`src/rtl/blit_pkg.sv`:
```
package blit_pkg;
  typedef enum logic [1:0] {
    S_IDLE  = 2'd0,
    S_READ  = 2'd1,
    S_WAIT  = 2'd2,
    S_WRITE = 2'd3
  } blit_state_t;
endpackage

```
`src/rtl/blit_walker.sv`:
```
// Element grid position tracker shared by both address sides.
module blit_walker #(
  parameter int CNT_W = 11,
  parameter int ROW_W = 10
) (
  input  logic             clk,
  input  logic             rst_n,
  input  logic             load,
  input  logic             step,
  input  logic [CNT_W-1:0] x_total,
  input  logic [ROW_W-1:0] y_total,
  output logic             row_end,
  output logic             last
);
  logic [CNT_W-1:0] xt, xp;
  logic [ROW_W-1:0] yt, yp;

  always_ff @(posedge clk or negedge rst_n) begin
    if (!rst_n) begin
      xt <= '0; xp <= '0; yt <= '0; yp <= '0;
    end else if (load) begin
      xt <= x_total; yt <= y_total; xp <= '0; yp <= '0;
    end else if (step) begin
      if (row_end) begin
        xp <= '0;
        yp <= yp + ROW_W'(1);
      end else begin
        xp <= xp + CNT_W'(1);
      end
    end
  end

  assign row_end = (xp == xt - CNT_W'(1));
  assign last    = row_end && (yp == yt - ROW_W'(1));

  // the row position never passes the row length while counting
  a_r2_col_in_range: assert property (@(posedge clk) disable iff (!rst_n)
    (step && !load && !row_end) |=> (xp != '0));
endmodule

```
`src/rtl/blit_addr.sv`:
```
// Byte address accumulator: fixed in-row step, configurable row-end step.
module blit_addr #(
  parameter int ADDR_W = 32,
  parameter int STEP   = 2
) (
  input  logic              clk,
  input  logic              rst_n,
  input  logic              load,
  input  logic [ADDR_W-1:0] base,
  input  logic [ADDR_W-1:0] row_inc,
  input  logic              step,
  input  logic              row_end,
  output logic [ADDR_W-1:0] addr
);
  logic [ADDR_W-1:0] row_inc_q;

  always_ff @(posedge clk or negedge rst_n) begin
    if (!rst_n) begin
      addr <= '0; row_inc_q <= '0;
    end else if (load) begin
      addr <= base; row_inc_q <= row_inc;
    end else if (step) begin
      addr <= addr + (row_end ? row_inc_q : ADDR_W'(STEP));
    end
  end

  // the address only moves on a load or an element step
  a_r3_addr_hold: assert property (@(posedge clk) disable iff (!rst_n)
    (!load && !step) |=> $stable(addr));
endmodule

```
`src/rtl/blit2d_engine.sv`:
```
module blit2d_engine
  import blit_pkg::*;
#(
  parameter int ADDR_W = 32,
  parameter int DATA_W = 16,
  parameter int DIM_W  = 10,
  parameter int FB_W   = 320
) (
  input  logic              clk,
  input  logic              rst_n,
  input  logic              start,
  input  logic [ADDR_W-1:0] cfg_src_base,
  input  logic [ADDR_W-1:0] cfg_dst_base,
  input  logic [DIM_W-1:0]  cfg_x,
  input  logic [DIM_W-1:0]  cfg_y,
  input  logic [DIM_W-1:0]  cfg_width,
  input  logic [DIM_W-1:0]  cfg_height,
  input  logic              cfg_bpp_sel,
  input  logic              done_clr,
  input  logic              err_clr,
  output logic              busy,
  output logic              done,
  output logic              err,
  output logic              rd_req_valid,
  input  logic              rd_req_ready,
  output logic [ADDR_W-1:0] rd_req_addr,
  input  logic              rd_resp_valid,
  output logic              rd_resp_ready,
  input  logic [DATA_W-1:0] rd_resp_data,
  output logic              wr_req_valid,
  input  logic              wr_req_ready,
  output logic [ADDR_W-1:0] wr_req_addr,
  output logic [DATA_W-1:0] wr_req_data
);
  localparam int ELEM_BYTES = DATA_W / 8;
  localparam int CNT_W      = DIM_W + 1;

  blit_state_t       state;
  logic [DATA_W-1:0] data_q;
  logic [ADDR_W-1:0] bpp, row_bytes, dst_start, dst_row_inc;
  logic [CNT_W-1:0]  xcnt;
  logic              row_odd, empty, load, step, row_end, last;

  always_comb begin
    bpp         = cfg_bpp_sel ? ADDR_W'(3) : ADDR_W'(2);
    row_bytes   = ADDR_W'(cfg_width) * bpp;
    xcnt        = CNT_W'(row_bytes >> 1);
    row_odd     = row_bytes[0];
    empty       = (xcnt == '0) || (cfg_height == '0);
    dst_start   = cfg_dst_base
                + ADDR_W'({cfg_x[DIM_W-1:1], 1'b0}) * bpp
                + ADDR_W'(cfg_y) * ADDR_W'(FB_W) * bpp;
    dst_row_inc = (ADDR_W'(FB_W) - ADDR_W'(cfg_width)) * bpp + ADDR_W'(ELEM_BYTES);
  end

  assign load = (state == S_IDLE) && start && !row_odd && !empty;
  assign step = (state == S_WRITE) && wr_req_ready;

  blit_walker #(.CNT_W(CNT_W), .ROW_W(DIM_W)) u_walk (
    .clk(clk), .rst_n(rst_n), .load(load), .step(step),
    .x_total(xcnt), .y_total(cfg_height), .row_end(row_end), .last(last)
  );

  blit_addr #(.ADDR_W(ADDR_W), .STEP(ELEM_BYTES)) u_src (
    .clk(clk), .rst_n(rst_n), .load(load), .base(cfg_src_base),
    .row_inc(ADDR_W'(ELEM_BYTES)), .step(step), .row_end(row_end),
    .addr(rd_req_addr)
  );

  blit_addr #(.ADDR_W(ADDR_W), .STEP(ELEM_BYTES)) u_dst (
    .clk(clk), .rst_n(rst_n), .load(load), .base(dst_start),
    .row_inc(dst_row_inc), .step(step), .row_end(row_end),
    .addr(wr_req_addr)
  );

  always_ff @(posedge clk or negedge rst_n) begin
    if (!rst_n) begin
      state  <= S_IDLE;
      done   <= 1'b0;
      err    <= 1'b0;
      data_q <= '0;
    end else begin
      if (done_clr) done <= 1'b0;
      if (err_clr)  err  <= 1'b0;
      unique case (state)
        S_IDLE: if (start) begin
          if (row_odd)    err   <= 1'b1;
          else if (empty) done  <= 1'b1;
          else            state <= S_READ;
        end
        S_READ:  if (rd_req_ready) state <= S_WAIT;
        S_WAIT:  if (rd_resp_valid) begin
          data_q <= rd_resp_data;
          state  <= S_WRITE;
        end
        S_WRITE: if (wr_req_ready) begin
          if (last) begin
            state <= S_IDLE;
            done  <= 1'b1;
          end else begin
            state <= S_READ;
          end
        end
        default: state <= S_IDLE;
      endcase
    end
  end

  assign busy          = (state != S_IDLE);
  assign rd_req_valid  = (state == S_READ);
  assign rd_resp_ready = (state == S_WAIT);
  assign wr_req_valid  = (state == S_WRITE);
  assign wr_req_data   = data_q;

  a_r7_rd_hold: assert property (@(posedge clk) disable iff (!rst_n)
    (rd_req_valid && !rd_req_ready) |=> (rd_req_valid && $stable(rd_req_addr)));
  a_r7_wr_hold: assert property (@(posedge clk) disable iff (!rst_n)
    (wr_req_valid && !wr_req_ready) |=>
      (wr_req_valid && $stable(wr_req_addr) && $stable(wr_req_data)));
  a_r6_no_read_after_resp: assert property (@(posedge clk) disable iff (!rst_n)
    (rd_resp_valid && rd_resp_ready) |=> (!rd_req_valid && wr_req_valid));
  a_r8_idle_quiet: assert property (@(posedge clk) disable iff (!rst_n)
    !busy |-> (!rd_req_valid && !wr_req_valid && !rd_resp_ready));
  a_r8_done_after_write: assert property (@(posedge clk) disable iff (!rst_n)
    ($rose(done) && $past(busy)) |-> (!busy && $past(wr_req_valid && wr_req_ready)));
endmodule

```
`config.mk`:
```
export PLATFORM = sky130hd
export DESIGN_NAME = blit2d_engine
export DESIGN_NICKNAME = d
export VERILOG_FILES = /design/src/rtl/blit_pkg.sv /design/src/rtl/blit_walker.sv /design/src/rtl/blit_addr.sv /design/src/rtl/blit2d_engine.sv
export SDC_FILE = /design/constraint.sdc
export NUM_CORES = 1
export LEC_CHECK = 0
export BUFFER_PORTS_ARGS = -buffer_cell sky130_fd_sc_hd__buf_2
export CAP_MARGIN = 30
export CORE_AREA = 2 2 160 162
export DETAILED_ROUTE_END_ITERATION = 10
export DIE_AREA = 0 0 162 164
export GPL_ROUTABILITY_DRIVEN = 0
export PLACE_DENSITY = 0.78
export SLEW_MARGIN = 5
export SYNTH_ARGS = -nofsm -noshare
export SYNTH_HDL_FRONTEND = slang
export SYNTH_SLANG_ARGS = --single-unit
export TNS_END_PERCENT = 50
```
`constraint.sdc`:
```
create_clock -name clk -period 4.3 [get_ports clk]
set_input_delay 0.86 -clock clk [delete_from_list [all_inputs] [get_ports clk]]
set_output_delay 0.86 -clock clk [all_outputs]
set_load 0.01 [all_outputs]
```
==> metrics.txt <==
Post-Synthesis Cells=1,542; startpoint types=input port; power per cell area=~580 nW/um2; Place WS=-1.51 ns; Max Fanout on Critical Path=6; Post-Synth Adder-Cell Area=between 15 and 20%; final hold vios=0; clock sink count=roughly 140; # IOs=215; Final period util=121%; Routed WL=a little under 40 mm; status=complete, but fails checks; min-delay worst type=in2async; CP delay by family, top=compound AO/OA/AOI/OAI gates; Worst-path clk slew=0.07 ns; WP data arrival=between 5 and 6 ns; # diodes=0; Peak Freq=approximately 190 MHz; Comb pwr share=between 60 and 70%; Required @ worst endpoint=around 4.6 ns; Die Ht=around 160 um; setup TNS=-11.99 ns; CTS buffer count=17; drc violations=0; CP max stage delay=approximately 0.37 ns; IO buf count=around 210; Simple-Gate Fraction of Synth Area=between 20% and 30%; RSZ-0062 raised after global routing=true; Final min period=5.19 ns; Root Buffer=clkbuf_16; number of nets in the layout=2,282; HPWL after DPL=29.0 mm; slowest cell on the critical path=fa_2; vias after detailed routing=approximately 13,000; first-pass GRT wire length=60.3 mm; largest net degree at the start of global routing=87; Die ar.=~27,000 um2; share of cells above drive strength 1=roughly a third; fin. max-slew vios=0; net switching power=between 4 and 5 mW; H-Tree Depth=4; switch share=43.2%; core area=24,800 um2; Max-Cap Viols=0; Async SR Flop Fraction=100%; Synth Area in Compound Gates=a little under a fifth; cell mode on critical path=ha_4; most frequent cells in the layout=buf_4 (265), buf_2 (208), nand2_1 (190); Setup Viol. Count Final=19; Primary FF master, synth=dfrtp_1; die width=between 150 and 200 um; violated checks=setup timing; antenna violations before repair=0; post-synthesis xor/xnor area fraction=10.7%; worst slew pin tran=about 0.83 ns; Avg Cell Area, Syn=8.40 um2; Yosys cell types=between 60 and 70; Post-synth EDFFs=0; Max Root-Sink Buffers=2; main combinational cell family by area after synthesis=simple AND/OR/NAND/NOR gates; Setup crit end kind=register; Vias/cell=approximately 5.7; peak supply drop=0.000292 V; total track usage=roughly 28%; Avg WL per Cell=16.8 um; Seq/Total Area, Yosys=a little over a quarter; area growth from synthesis to layout=36.7%; Static Leak=8.60 nW; Clk pwr share=between 10% and 20%; grt ovf=0; starting density of the core=52.2%; commonest non-fill, non-tap cell in the layout=buf_4; Worst Clk Skew=about 0.015 ns; fin worst setup slack=-0.888 ns; Reg power frac=between 20% and 30%; syn_nets=between 1,500 and 2,000; first drt pass iteration count=8; post-synthesis mux area share=around 2.2%; CTS tree=yes; WS Path Type=in2reg; internal power=between 5 and 6 mW; Seq cells post-synth=about 140; vias in the first global route=around 13,000; Initial DRC Count=approximately 900; post-synthesis cell area=between 10,000 and 15,000 um2; Site Rows=58; Worst-Skew Late Latency=approximately 0.43 ns; DRT antenna net count=0; Worst Path Buf+Inv=3; Ys Warns=0; relative max-transition margin=about 44%
cell type report:
| class | instances | area, um2 |
|---|---|---|
| multi-input combinational | 1275 | 9600 |
| fill | 1807 | 7110 |
| sequential | 142 | 3550 |
| timing repair buffer | 491 | 3320 |
| clock buffer | 17 | 425 |
| tap | 330 | 413 |
| inverter | 72 | 270 |
| clock inverter | 14 | 126 |
kinds of logic after synthesis:
logic type,after synthesis
compound gates,392
flops,142
buf+inv,125
simple gates,545
mux,26
xor+xnor,158
fa+ha+maj,154
worst register-to-register path, stage by stage, from the launching register on:
cell      delay (ns)
dfrtp_1         0.42
nor4_4          0.40
a221o_1         0.22
o311ai_1        0.09
nor2_1          0.22
nor3_2          0.08
buf_4           0.14
and2_1          0.15
ha_2            0.21
fa_2            0.41
a211oi_4        0.25
o21bai_1        0.12
a2111o_1        0.47
a41oi_2         0.17
buf_4           0.15
o211ai_1        0.12
a211oi_1        0.28
buf_4           0.16
o221ai_1        0.13
mux2i_1         0.31
a22oi_1         0.11
per-stage QoR:
| step | instance area, um2 | cells | hold WS, ns | power [mW] | util [%] |
|---|---|---|---|---|---|
| finish | 17700 | 2341 | 0.457 | 10.3 | 71.3 |
| floorplan | 13100 | 1542 | 0.425 | 5.73 | - |
| global route | 17700 | 2341 | 0.485 | 11.0 | 71.3 |
| global placement | 16400 | 2290 | 0.440 | 7.83 | 66.0 |
| CTS | 17100 | 2326 | 0.459 | 9.64 | 68.9 |
| detailed placement | 16400 | 2290 | 0.443 | 8.07 | 66.0 |
power groups by stage:
stage | clock (mW) | combinational (mW) | sequential (mW)
after floorplan | 0 | 3.22 | 2.51
after global placement | 0 | 5.40 | 2.43
after detailed placement | 0 | 5.61 | 2.46
after CTS | 1.42 | 5.78 | 2.44
after global routing | 1.48 | 6.95 | 2.52
final | 1.41 | 6.40 | 2.46
Yosys cell counts (all sizes together) (4+ instances only):
master | n | area share, %
nor2b | 22 | 1.1
nand2 | 192 | 5.6
nand4 | 20 | 0.97
o31ai | 7 | 0.41
a31o | 4 | 0.27
a221o | 4 | 0.31
clkbuf | 35 | 1.0
nor3 | 25 | 1.0
xnor2 | 86 | 5.8
fa | 12 | 1.9
a31oi | 14 | 0.68
o211ai | 12 | 0.70
nand3 | 42 | 1.6
and3 | 35 | 1.7
nor3b | 8 | 0.46
o21bai | 14 | 0.81
a211oi | 22 | 1.3
ha | 142 | 14
mux2 | 20 | 1.7
a21oi | 104 | 4.0
a21o | 35 | 2.0
a22oi | 4 | 0.23
nand2b | 10 | 0.48
or2 | 4 | 0.19
a2111oi | 7 | 0.47
nand3b | 12 | 0.70
o21a | 16 | 0.93
o21ai | 109 | 4.2
xor2 | 72 | 4.9
and2 | 55 | 2.7
nor2 | 92 | 2.7
inv | 72 | 2.1
nor4 | 10 | 0.71
buf | 18 | 0.97
mux2i | 6 | 0.46
a21boi | 7 | 0.41
or3 | 8 | 0.39
dfrtp | 142 | 27
registers in the layout, indices dropped and copies added, names as in the netlist:
name	flops
u_walk.yp	10
state	2
u_src.row_inc_q	1
u_walk.xt	11
u_dst.addr	32
u_src.addr	32
u_walk.xp	11
u_walk.yt	10
err	1
done	1
wr_req_data	16
u_dst.row_inc_q	15
what timing repair did:
action / 4_1_cts / 5_1_grt
pin swaps: 20 / 75
setup buffers: 5 / 17
hold buffers: 0 / 0
resized for setup: 34 / 97
setup endpoints to repair: 20 / 57
final timing paths:
path,startpoint,end,slack [ns],depth (start not counted)
min,rst_n,u_src.addr[14],0.46,1
max reg2reg,u_walk.xt[5],u_dst.addr[26],-0.44,20
max,cfg_y[3],u_dst.addr[29],-0.89,25
min in group clk,u_src.row_inc_q[1],u_src.row_inc_q[1],0.46,1
max in group asynchronous,rst_n,u_dst.row_inc_q[30],3.03,2
min reg2reg,u_src.row_inc_q[1],u_src.row_inc_q[1],0.46,1
per-layer routing:
layer	global-route usage, %	wire length (um)
met1	32.8	16100
met2	49.4	19400
met3	5.15	2420
met4	10.8	1450
met5	0	0
Note: power is estimated with default switching activity, not from simulation.
